===== src/rtl/tmr_pkg.sv =====
package tmr_pkg;
  localparam int ADDR_W = 8;
  localparam int DATA_W = 32;

  localparam logic [ADDR_W-1:0] OFF_LOAD_LO = 8'h00;
  localparam logic [ADDR_W-1:0] OFF_CTRL    = 8'h04;
  localparam logic [ADDR_W-1:0] OFF_STAMP_L = 8'h24;
  localparam logic [ADDR_W-1:0] OFF_STAMP_H = 8'h28;
  localparam logic [ADDR_W-1:0] OFF_MSK_SET = 8'h2C;
  localparam logic [ADDR_W-1:0] OFF_MSK_CLR = 8'h30;
  localparam logic [ADDR_W-1:0] OFF_ACK     = 8'h34;

  localparam int BIT_EN  = 24;
  localparam int BIT_RPT = 28;
  localparam int BIT_LD  = 30;

  typedef enum logic [2:0] {
    SEL_NONE, SEL_LOAD, SEL_CTRL, SEL_SLO, SEL_SHI, SEL_MSET, SEL_MCLR, SEL_ACK
  } sel_e;
endpackage


===== src/rtl/tmr_event.sv =====
module tmr_event
  import tmr_pkg::*;
#(
  parameter int EVT_W = 56,
  localparam int HI_W = EVT_W - DATA_W
) (
  input  logic              clk_i,
  input  logic              rst_ni,
  input  logic              tick_i,
  input  logic              ctrl_wr_i,
  input  logic              ld_i,
  input  logic              en_bit_i,
  input  logic              rpt_bit_i,
  input  logic [HI_W-1:0]   hi_i,
  input  logic [DATA_W-1:0] load_lo_i,
  output logic              en_o,
  output logic              rpt_o,
  output logic [HI_W-1:0]   hi_o,
  output logic              expire_o
);
  logic [EVT_W-1:0] cnt_q, reload_q;
  logic             en_q, rpt_q;
  logic [HI_W-1:0]  hi_q;

  assign expire_o = en_q && tick_i && (cnt_q <= EVT_W'(1));

  always_ff @(posedge clk_i or negedge rst_ni) begin
    if (!rst_ni) begin
      cnt_q    <= '0;
      reload_q <= '0;
      en_q     <= 1'b0;
      rpt_q    <= 1'b0;
      hi_q     <= '0;
    end else begin
      if (expire_o) begin
        if (rpt_q) cnt_q <= reload_q;
        else begin
          cnt_q <= '0;
          en_q  <= 1'b0;
        end
      end else if (en_q && tick_i) begin
        cnt_q <= cnt_q - EVT_W'(1);
      end
      // a control write overrides the count step
      if (ctrl_wr_i) begin
        en_q  <= en_bit_i;
        rpt_q <= rpt_bit_i;
        hi_q  <= hi_i;
        if (ld_i) begin
          cnt_q    <= {hi_i, load_lo_i};
          reload_q <= {hi_i, load_lo_i};
        end
      end
    end
  end

  assign en_o  = en_q;
  assign rpt_o = rpt_q;
  assign hi_o  = hi_q;

  AST_LOAD_COMMIT: assert property (@(posedge clk_i) disable iff (!rst_ni)
    ctrl_wr_i && ld_i |=> cnt_q == $past({hi_i, load_lo_i}));
  AST_IDLE_HOLD: assert property (@(posedge clk_i) disable iff (!rst_ni)
    !tick_i && !ctrl_wr_i |=> $stable(cnt_q));
  AST_ONESHOT_HALT: assert property (@(posedge clk_i) disable iff (!rst_ni)
    expire_o && !rpt_q && !ctrl_wr_i |=> !en_q);
  AST_REPEAT_RELOAD: assert property (@(posedge clk_i) disable iff (!rst_ni)
    expire_o && rpt_q && !ctrl_wr_i |=> en_q && cnt_q == reload_q);
  AST_STOP_WRITE: assert property (@(posedge clk_i) disable iff (!rst_ni)
    ctrl_wr_i && !en_bit_i |=> !expire_o);
endmodule


===== src/rtl/tmr_stamp.sv =====
module tmr_stamp #(
  parameter int                 STAMP_W    = 64,
  parameter logic [STAMP_W-1:0] STAMP_INIT = '0
) (
  input  logic               clk_i,
  input  logic               rst_ni,
  input  logic               tick_i,
  output logic [STAMP_W-1:0] cnt_o
);
  logic [STAMP_W-1:0] cnt_q;

  always_ff @(posedge clk_i or negedge rst_ni) begin
    if (!rst_ni)     cnt_q <= STAMP_INIT;
    else if (tick_i) cnt_q <= cnt_q + STAMP_W'(1);
  end

  assign cnt_o = cnt_q;

  AST_STAMP_STEP: assert property (@(posedge clk_i) disable iff (!rst_ni)
    tick_i |=> cnt_q == $past(cnt_q) + STAMP_W'(1));
  AST_STAMP_HOLD: assert property (@(posedge clk_i) disable iff (!rst_ni)
    !tick_i |=> $stable(cnt_q));
endmodule


===== src/rtl/tmr_regs.sv =====
module tmr_regs
  import tmr_pkg::*;
#(
  parameter int HI_W    = 24,
  parameter int STAMP_W = 64
) (
  input  logic               clk_i,
  input  logic               rst_ni,
  input  logic               req_i,
  input  logic               we_i,
  input  logic [ADDR_W-1:0]  addr_i,
  input  logic [DATA_W-1:0]  wdata_i,
  input  logic               en_i,
  input  logic               rpt_i,
  input  logic [HI_W-1:0]    hi_i,
  input  logic [STAMP_W-1:0] stamp_i,
  input  logic               expire_i,
  output logic               ctrl_wr_o,
  output logic [DATA_W-1:0]  load_lo_o,
  output logic               irq_o,
  output logic [DATA_W-1:0]  rdata_o
);
  sel_e        sel;
  logic        wr;
  logic        mask_q, pend_q;
  logic [DATA_W-1:0] load_lo_q, ctrl_rd;

  always_comb begin
    unique case (addr_i)
      OFF_LOAD_LO: sel = SEL_LOAD;
      OFF_CTRL:    sel = SEL_CTRL;
      OFF_STAMP_L: sel = SEL_SLO;
      OFF_STAMP_H: sel = SEL_SHI;
      OFF_MSK_SET: sel = SEL_MSET;
      OFF_MSK_CLR: sel = SEL_MCLR;
      OFF_ACK:     sel = SEL_ACK;
      default:     sel = SEL_NONE;
    endcase
  end

  assign wr        = req_i && we_i;
  assign ctrl_wr_o = wr && (sel == SEL_CTRL);

  always_ff @(posedge clk_i or negedge rst_ni) begin
    if (!rst_ni) begin
      load_lo_q <= '0;
      mask_q    <= 1'b0;
      pend_q    <= 1'b0;
    end else begin
      if (wr && sel == SEL_LOAD) load_lo_q <= wdata_i;
      if (wr && sel == SEL_MSET && wdata_i[0]) mask_q <= 1'b1;
      else if (wr && sel == SEL_MCLR && wdata_i[0]) mask_q <= 1'b0;
      if (expire_i) pend_q <= 1'b1;
      else if (wr && sel == SEL_ACK && wdata_i[0]) pend_q <= 1'b0;
    end
  end

  always_comb begin
    ctrl_rd              = '0;
    ctrl_rd[HI_W-1:0]    = hi_i;
    ctrl_rd[BIT_EN]      = en_i;
    ctrl_rd[BIT_RPT]     = rpt_i;
  end

  always_comb begin
    unique case (sel)
      SEL_LOAD: rdata_o = load_lo_q;
      SEL_CTRL: rdata_o = ctrl_rd;
      SEL_SLO:  rdata_o = stamp_i[DATA_W-1:0];
      SEL_SHI:  rdata_o = DATA_W'(stamp_i >> DATA_W);
      default:  rdata_o = '0;
    endcase
  end

  assign load_lo_o = load_lo_q;
  assign irq_o     = pend_q && mask_q;

  AST_PEND_ON_EXPIRE: assert property (@(posedge clk_i) disable iff (!rst_ni)
    expire_i |=> pend_q);
  AST_ACK_CLEARS: assert property (@(posedge clk_i) disable iff (!rst_ni)
    wr && sel == SEL_ACK && wdata_i[0] && !expire_i |=> !pend_q);
  AST_MASK_SET: assert property (@(posedge clk_i) disable iff (!rst_ni)
    wr && sel == SEL_MSET && wdata_i[0] |=> mask_q);
  AST_MASK_CLR: assert property (@(posedge clk_i) disable iff (!rst_ni)
    wr && sel == SEL_MCLR && wdata_i[0] |=> !irq_o);
endmodule


===== src/rtl/tmr_top.sv =====
module tmr_top
  import tmr_pkg::*;
#(
  parameter int                 EVT_W      = 56,
  parameter int                 STAMP_W    = 64,
  parameter logic [STAMP_W-1:0] STAMP_INIT = '0
) (
  input  logic        clk_i,
  input  logic        rst_ni,
  input  logic        tick_i,
  input  logic        req_i,
  input  logic        we_i,
  input  logic [7:0]  addr_i,
  input  logic [31:0] wdata_i,
  output logic [31:0] rdata_o,
  output logic        irq_o
);
  localparam int HI_W = EVT_W - DATA_W;

  logic               ctrl_wr, en, rpt, expire;
  logic [HI_W-1:0]    hi;
  logic [DATA_W-1:0]  load_lo;
  logic [STAMP_W-1:0] stamp;

  tmr_regs #(.HI_W(HI_W), .STAMP_W(STAMP_W)) u_regs (
    .clk_i, .rst_ni, .req_i, .we_i, .addr_i, .wdata_i,
    .en_i(en), .rpt_i(rpt), .hi_i(hi), .stamp_i(stamp), .expire_i(expire),
    .ctrl_wr_o(ctrl_wr), .load_lo_o(load_lo), .irq_o, .rdata_o
  );

  tmr_event #(.EVT_W(EVT_W)) u_event (
    .clk_i, .rst_ni, .tick_i,
    .ctrl_wr_i(ctrl_wr), .ld_i(wdata_i[BIT_LD]),
    .en_bit_i(wdata_i[BIT_EN]), .rpt_bit_i(wdata_i[BIT_RPT]),
    .hi_i(wdata_i[HI_W-1:0]), .load_lo_i(load_lo),
    .en_o(en), .rpt_o(rpt), .hi_o(hi), .expire_o(expire)
  );

  tmr_stamp #(.STAMP_W(STAMP_W), .STAMP_INIT(STAMP_INIT)) u_stamp (
    .clk_i, .rst_ni, .tick_i, .cnt_o(stamp)
  );

  AST_RESET_QUIET: assert property (@(posedge clk_i) disable iff (!rst_ni)
    $rose(irq_o) |-> $past(expire) || $past(req_i && we_i));
endmodule


===== config.mk =====
export PLATFORM = sky130hd
export DESIGN_NAME = tmr_top
export DESIGN_NICKNAME = d
export VERILOG_FILES = /design/src/rtl/tmr_pkg.sv /design/src/rtl/tmr_event.sv /design/src/rtl/tmr_stamp.sv /design/src/rtl/tmr_regs.sv /design/src/rtl/tmr_top.sv
export SDC_FILE = /design/constraint.sdc
export NUM_CORES = 1
export LEC_CHECK = 0
export ABC_CLOCK_PERIOD_IN_PS = 2400
export BUFFER_PORTS_ARGS = -buffer_cell sky130_fd_sc_hd__buf_2
export CAP_MARGIN = 10
export CORE_MARGIN = 2
export CORE_UTILIZATION = 30
export CTS_CLUSTER_SIZE = 20
export DETAILED_ROUTE_END_ITERATION = 8
export GPL_ROUTABILITY_DRIVEN = 0
export MAX_ROUTING_LAYER = met4
export PLACE_DENSITY = 0.46
export SLEW_MARGIN = 30
export SYNTH_ARGS = -nofsm -noshare
export SYNTH_HDL_FRONTEND = slang
export SYNTH_HIERARCHICAL = 1
export SYNTH_SLANG_ARGS = --single-unit

===== constraint.sdc =====
create_clock -name clk_i -period 2.4 [get_ports clk_i]
set_input_delay 0.24 -clock clk_i [delete_from_list [all_inputs] [get_ports clk_i]]
set_output_delay 0.24 -clock clk_i [all_outputs]
set_load 0.03 [all_outputs]

* After elaboration in Yosys (flattened, before gate mapping)
Index checks and enable logic that the tools add are counted.
** Operators by class
- Multiplexer cells :: 14
- Add/subtract/negate cells :: 2
- Eq/ne operators :: 14
- Reductions and logical operators :: 18
- $lt $le $gt $ge :: 1
** Operators with widths (count)
- 56-bit two-way mux :: 5
- 32-bit case mux with 4 select lines :: 1
- 64-bit by 1-bit adder with 64-bit output (second input constant) :: 1
- 56-bit by 1-bit <= comparator with 1-bit output (second input constant) :: 1
- 56-bit by 1-bit subtractor with 56-bit output (second input constant) :: 1
- 8-bit by 6-bit == test with 1-bit output (second input constant) :: 5
- 3-bit case mux with 7 select lines :: 1
- 3-bit == test (second input constant) :: 4
- 1-bit logical AND :: 12
- 8-bit by 3-bit == test with 1-bit output (second input constant) :: 1
- 8-bit logical NOT :: 1
- 1-bit two-way mux :: 7
- 3-bit by 2-bit == test with 1-bit output (second input constant) :: 2
- 2-bit nonzero test :: 3
- 2-bit AND reduction :: 2
- 3-bit by 1-bit == test with 1-bit output (second input constant) :: 1
- 2-bit != test (second input constant) :: 1
** Storage, ports and cells
- Input bits :: 45
- Flip-flop bits (word level) :: 236
- Logic and storage cells :: 58

* Longest topological paths before layout
- Depth in word-level cells :: 7
- Depth in mapped cells :: 10
- Depth with buffers taken out :: 8

* Cells and area by module
Netlist, hierarchy kept.
** Modules (own cells, without submodules)
- tmr_event :: times used 1, area an instance 6899.1 um^2, seq. area each 3453.3 um^2, cells an instance 760
- tmr_stamp :: times used 1, area an instance 3098.0 um^2, seq. area each 1601.5 um^2, cells an instance 285
- tmr_regs :: times used 1, area an instance 2342.2 um^2, seq. area each 850.8 um^2, cells an instance 234

* Least setup slack after synthesis
OpenSTA, ideal clock, no wires.
- Kind :: reg-to-reg
- Start point :: reg u_event.cnt_q[18]
- End point :: reg u_event.cnt_q[38]
- Library setup time :: 123 ps
- Data arrival time :: 2378 ps
- Clock period less this slack :: 2501 ps
- Setup slack :: -101 ps
- Path buffers :: 1
- Cell stages (with the launch flop) :: 8
- Cell sequence :: dfrtp_1 > or4_4 > or3_1 > buf_6 > or4_4 > o31a_1 > o21ai_1 > a21oi_1
** Between the ends
- Longest elaborated chain between the ends :: 5
** Ends and longest elaborated chain
- start: declaration :: line tmr_event.sv:21 : logic [EVT_W-1:0] cnt_q, reload_q;
- start signal: assignment :: line tmr_event.sv:36 : if (rpt_q) cnt_q <= reload_q;
- start signal: assignment :: line tmr_event.sv:42 : cnt_q <= cnt_q - EVT_W'(1);
- start signal: assignment :: line tmr_event.sv:50 : cnt_q <= {hi_i, load_lo_i};
- 56-bit by 1-bit subtractor with 56-bit output / 56-bit by 1-bit <= comparator with 1-bit output (equally long branches) :: line tmr_event.sv:42, tmr_event.sv:25
- 56-bit two-way mux / 1-bit logical AND (equally long branches) :: line tmr_event.sv:41, tmr_event.sv:25
- 56-bit two-way mux * :: line tmr_event.sv:35 : if (expire_o) begin
- 56-bit two-way mux :: line tmr_event.sv:49 : if (ld_i) begin
- 56-bit two-way mux * :: line tmr_event.sv:45 : if (ctrl_wr_i) begin
Every way passes the cells marked *; elsewhere a longest branch is shown, timed or not.
A chain may end at the register's enable or synchronous reset.

* Final worst setup path
- Start point :: reg u_event.cnt_q[53]
- End point :: reg u_event.cnt_q[50]
** Between the ends
- Longest elaborated chain between the ends :: 5
** Ends and longest elaborated chain
- 56-bit by 1-bit <= comparator with 1-bit output * :: line tmr_event.sv:25 : assign expire_o = en_q && tick_i && (cnt_q <= EVT_W'(1));
- 1-bit logical AND * :: line tmr_event.sv:25
- 56-bit two-way mux * :: line tmr_event.sv:35
- 56-bit two-way mux :: line tmr_event.sv:49
- 56-bit two-way mux * :: line tmr_event.sv:45
Marked as above.

==> results.py <==
metrics = {
    "status": {
        "status": "finished with violations",
        "violations": "setup timing",
    },
    "sta": {
        "hold_viol": 0,
        "min_period_ns": 2.61,
        "fmax_ghz": 0.384,
        "grt_setup_unrepaired": "yes",
        "fin_skew_ns": 0.0121,
        "slew_headroom": 0.660,
        "worst_pin_slew_ns": 0.510,
        "min_period_over_period": 1.09,
        "final.setup.tns_ns": -5.06,
        "finalSetupViolations": 32,
        "setup_slack_ns": -0.205,
        "timing.hold.ws_ns": 0.0233,
        "finalMaxSlewViolations": 0,
    },
    "clock_tree": {
        "cts_tree": "built",
        "cts_sinks": 236,
        "cts_buffer_depth": 3,
        "cts-htree-levels": 1,
        "root_buffer": "clkbuf_16",
        "clk_pin_slew_ns": 0.06,
        "numCtsBuffers": 29,
        "clk_latency_ns": 0.55,
    },
    "drt": {
        "drc": 0,
        "routed_wl_um": 38900,
        "drtIter0Drc": 670,
        "drtAntennaViolNets": 0,
        "wl_per_cell_um": 19.4,
        "vias": 10300,
        "viasPerCell": 5.13,
        "dr.pass1.iters": 5,
    },
    "critical_path": {
        "endpoint_kind": "flop",
        "rrSetupSlack_ns": -0.21,
        "rr_worst_depth": 8,
        "critPathRequiredTime_ns": 2.81,
        "r2r-end": "u_event/cnt_q[50]",
        "start_kind": "flop",
        "timing.rr.start": "u_event/cnt_q[53]",
        "path_max_fanout": 12,
        "cp.arrival_ns": 3.02,
        "path_class": "reg2reg",
    },
    "place": {
        "io_buffer_count": 77,
        "dpl.hpwl_um": 28100,
    },
    "logic_synthesis": {
        "syn_avg_cell_area_um2": 9.65,
        "ys_seq_area_frac": 0.479,
        "netlist_instances": 1279,
        "synth_edf_count": 0,
        "syn-num-nets": 1327,
        "yosysWarningCount": 6,
        "yosys.cell_types.count": 60,
        "ys_ff_latch": 236,
        "synth-async-reset-ratio": 1.00,
        "synth_ff_type": "dfrtp_1",
        "synthesis.area_mm2": 0.0123,
    },
    "cells_and_area": {
        "final-seq-area_mm2": 0.00591,
        "fill_cells": 4134,
        "multi_input_area_mm2": 0.00624,
        "nNetsFinal": 1494,
        "drive_above_1_share": 0.226,
        "syn2layout_area_growth_pct": 26.0,
        "final_util": 0.382,
    },
    "floorplan": {
        "start_util": 0.303,
        "die_area_mm2": 0.0428,
        "core_area_mm2": 0.0407,
        "chipHeight_um": 207,
        "io_pins": 78,
        "fp-row-count": 74,
        "die_w_um": 207,
    },
    "global_route": {
        "grt_use_total": 0.190,
        "grt_pass1_wl_um": 61400,
        "antenna_found_initial": 1,
        "grt_pass1_vias": 10300,
        "grt_start_max_net_pins": 62,
        "overflow": 0,
    },
    "min_path": {
        "holdPathEnd": "u_regs/load_lo_o[4]",
        "hp-start": "wdata_i[4]",
        "hp-class": "in2reg",
        "min_path_cells": 2,
    },
    "power_and_ir_drop": {
        "vdd_drop_max_uv": 524,
        "p_leak_nw": 7.27,
        "p_per_area_mw_per_mm2": 797,
    },
    "flow_run": {
        "max_cap_violations": 0,
    },
}
where the power goes:
group	leakage (nW)	internal, mW	switching, mW
Clock	0.486	2.77	1.77
Combinational	3.56	1.42	1.72
Sequential	3.22	4.31	0.390
per-stage QoR:
stage               worst slack (ns)  power [mW]  cell area, µm²  std cells
floorplan                    0.00740        6.22           12300       1279
global placement              -0.243        7.58           14000       1912
detailed placement            -0.293        7.60           14000       1912
CTS                           -0.171        12.4           15400       1996
global route                  -0.283        13.0           15500       1999
finish                        -0.205        12.4           15500       2000
flip-flops by register name (all words and copies together), names as in the netlist:
name / flops
u_event/reload_q: 56
u_regs/mask_q: 1
u_event/rpt_o: 1
u_stamp/cnt_o: 64
u_event/hi_o: 24
u_regs/pend_q: 1
u_event/cnt_q: 56
u_regs/load_lo_o: 32
u_event/en_o: 1
critical path, stage by stage (launching register included):
cell and delay [ns]:
dfrtp_1 0.38, or4_4 0.57, or4_4 0.52, nor4_4 0.14
nor4b_4 0.26, buf_6 0.18, or2_4 0.15, buf_12 0.14
o211ai_1 0.11
worst max-delay path by stage:
stage	startpoint	end	slack [ns]	depth (start not counted)
after floorplan	u_event/cnt_q[21]	u_event/cnt_q[38]	0.007	7
after global placement	u_event/cnt_q[55]	u_event/cnt_q[40]	-0.24	7
after detailed placement	u_event/cnt_q[55]	u_event/cnt_q[40]	-0.29	7
after CTS	u_event/cnt_q[55]	u_event/cnt_q[50]	-0.17	8
after global routing	u_event/cnt_q[53]	u_event/cnt_q[52]	-0.28	8
final	u_event/cnt_q[53]	u_event/cnt_q[50]	-0.21	8
placed cells by master, fill, tap and decap left out, types with 7 or more instances in the layout:
cell type and instances:
a21oi_1 16, a22oi_1 26, a31oi_1 32, and3_1 11, buf_12 17, buf_2 76
buf_4 81, clkbuf_16 30, clkbuf_8 8, dfrtp_1 235, dlygate4sd3_1 27, inv_1 15
mux2_1 30, mux2_2 28, nand2_1 239, nand3_1 98, nand4_1 47, nor2_1 74
nor3_1 45, nor4_1 21, nor4_2 8, nor4_4 9, o211ai_1 46, o21ai_0 8
or3_1 9, or4_4 7, xnor2_1 52, xor2_1 57
layer usage:
layer | share of wire | vias up | GRT usage | wire, µm
met5 | 0 | - | - | 0
li1 | - | 4933 | - | -
met2 | 0.47 | 186 | 0.302 | 18200
met4 | 0.016 | 0 | 0.0362 | 620
met3 | 0.036 | 41 | 0.0203 | 1420
met1 | 0.48 | 5107 | 0.264 | 18600
synth_stat cells, types with 4 or more instances:
library cell,count,area share
o21ai_0,9,0.0037
a22oi_1,26,0.016
nor4_4,6,0.010
or4_1,8,0.0049
or2_2,6,0.0030
nor3_1,46,0.019
and2_1,6,0.0030
nor4_1,25,0.013
nand4_1,47,0.024
dfrtp_1,236,0.48
or3_1,11,0.0056
clkbuf_1,42,0.013
nor2_1,74,0.023
o211ai_1,46,0.028
and4_1,7,0.0050
inv_1,15,0.0046
buf_4,4,0.0024
buf_2,17,0.0069
a21oi_1,17,0.0069
nand4_2,6,0.0061
mux2_1,30,0.027
xor2_1,58,0.041
and3_1,11,0.0056
nor3_2,6,0.0049
xnor2_1,54,0.038
o31a_1,4,0.0028
nor4_2,7,0.0071
buf_6,4,0.0037
nand3_1,98,0.040
a31oi_1,33,0.017
nand2_1,241,0.073
a221o_1,6,0.0049
mux2_2,28,0.026
logic make-up after synthesis:
logic type,share of synthesized area
and+or+nand+nor,0.268
muxes,0.0529
buffers and inverters,0.0316
adders and majority gates,0.00304
xor gates and xnor gates,0.0795
DFF,0.479
AOI/OAI and AO/OA,0.0863
final cells by class:
type                            count  area share
Sequential cell                   236       0.380
Multi-Input combinational cell    957       0.401
Clock inverter                     11     0.00893
Timing Repair Buffer              207       0.108
Tap cell                          532      0.0428
Clock buffer                       41      0.0547
Antenna cell                        1    0.000161
Inverter                           15     0.00362
timing repair:
item                                   CTS  global route
pin swaps                                4            19
hold buffers                            27             0
cloned                                   1             1
gates resized for setup                 17            21
endpoints found under the hold margin   98             0
buffers inserted                         4             2
setup endpoints to repair               58            56
(Power assumes the default switching activity.)
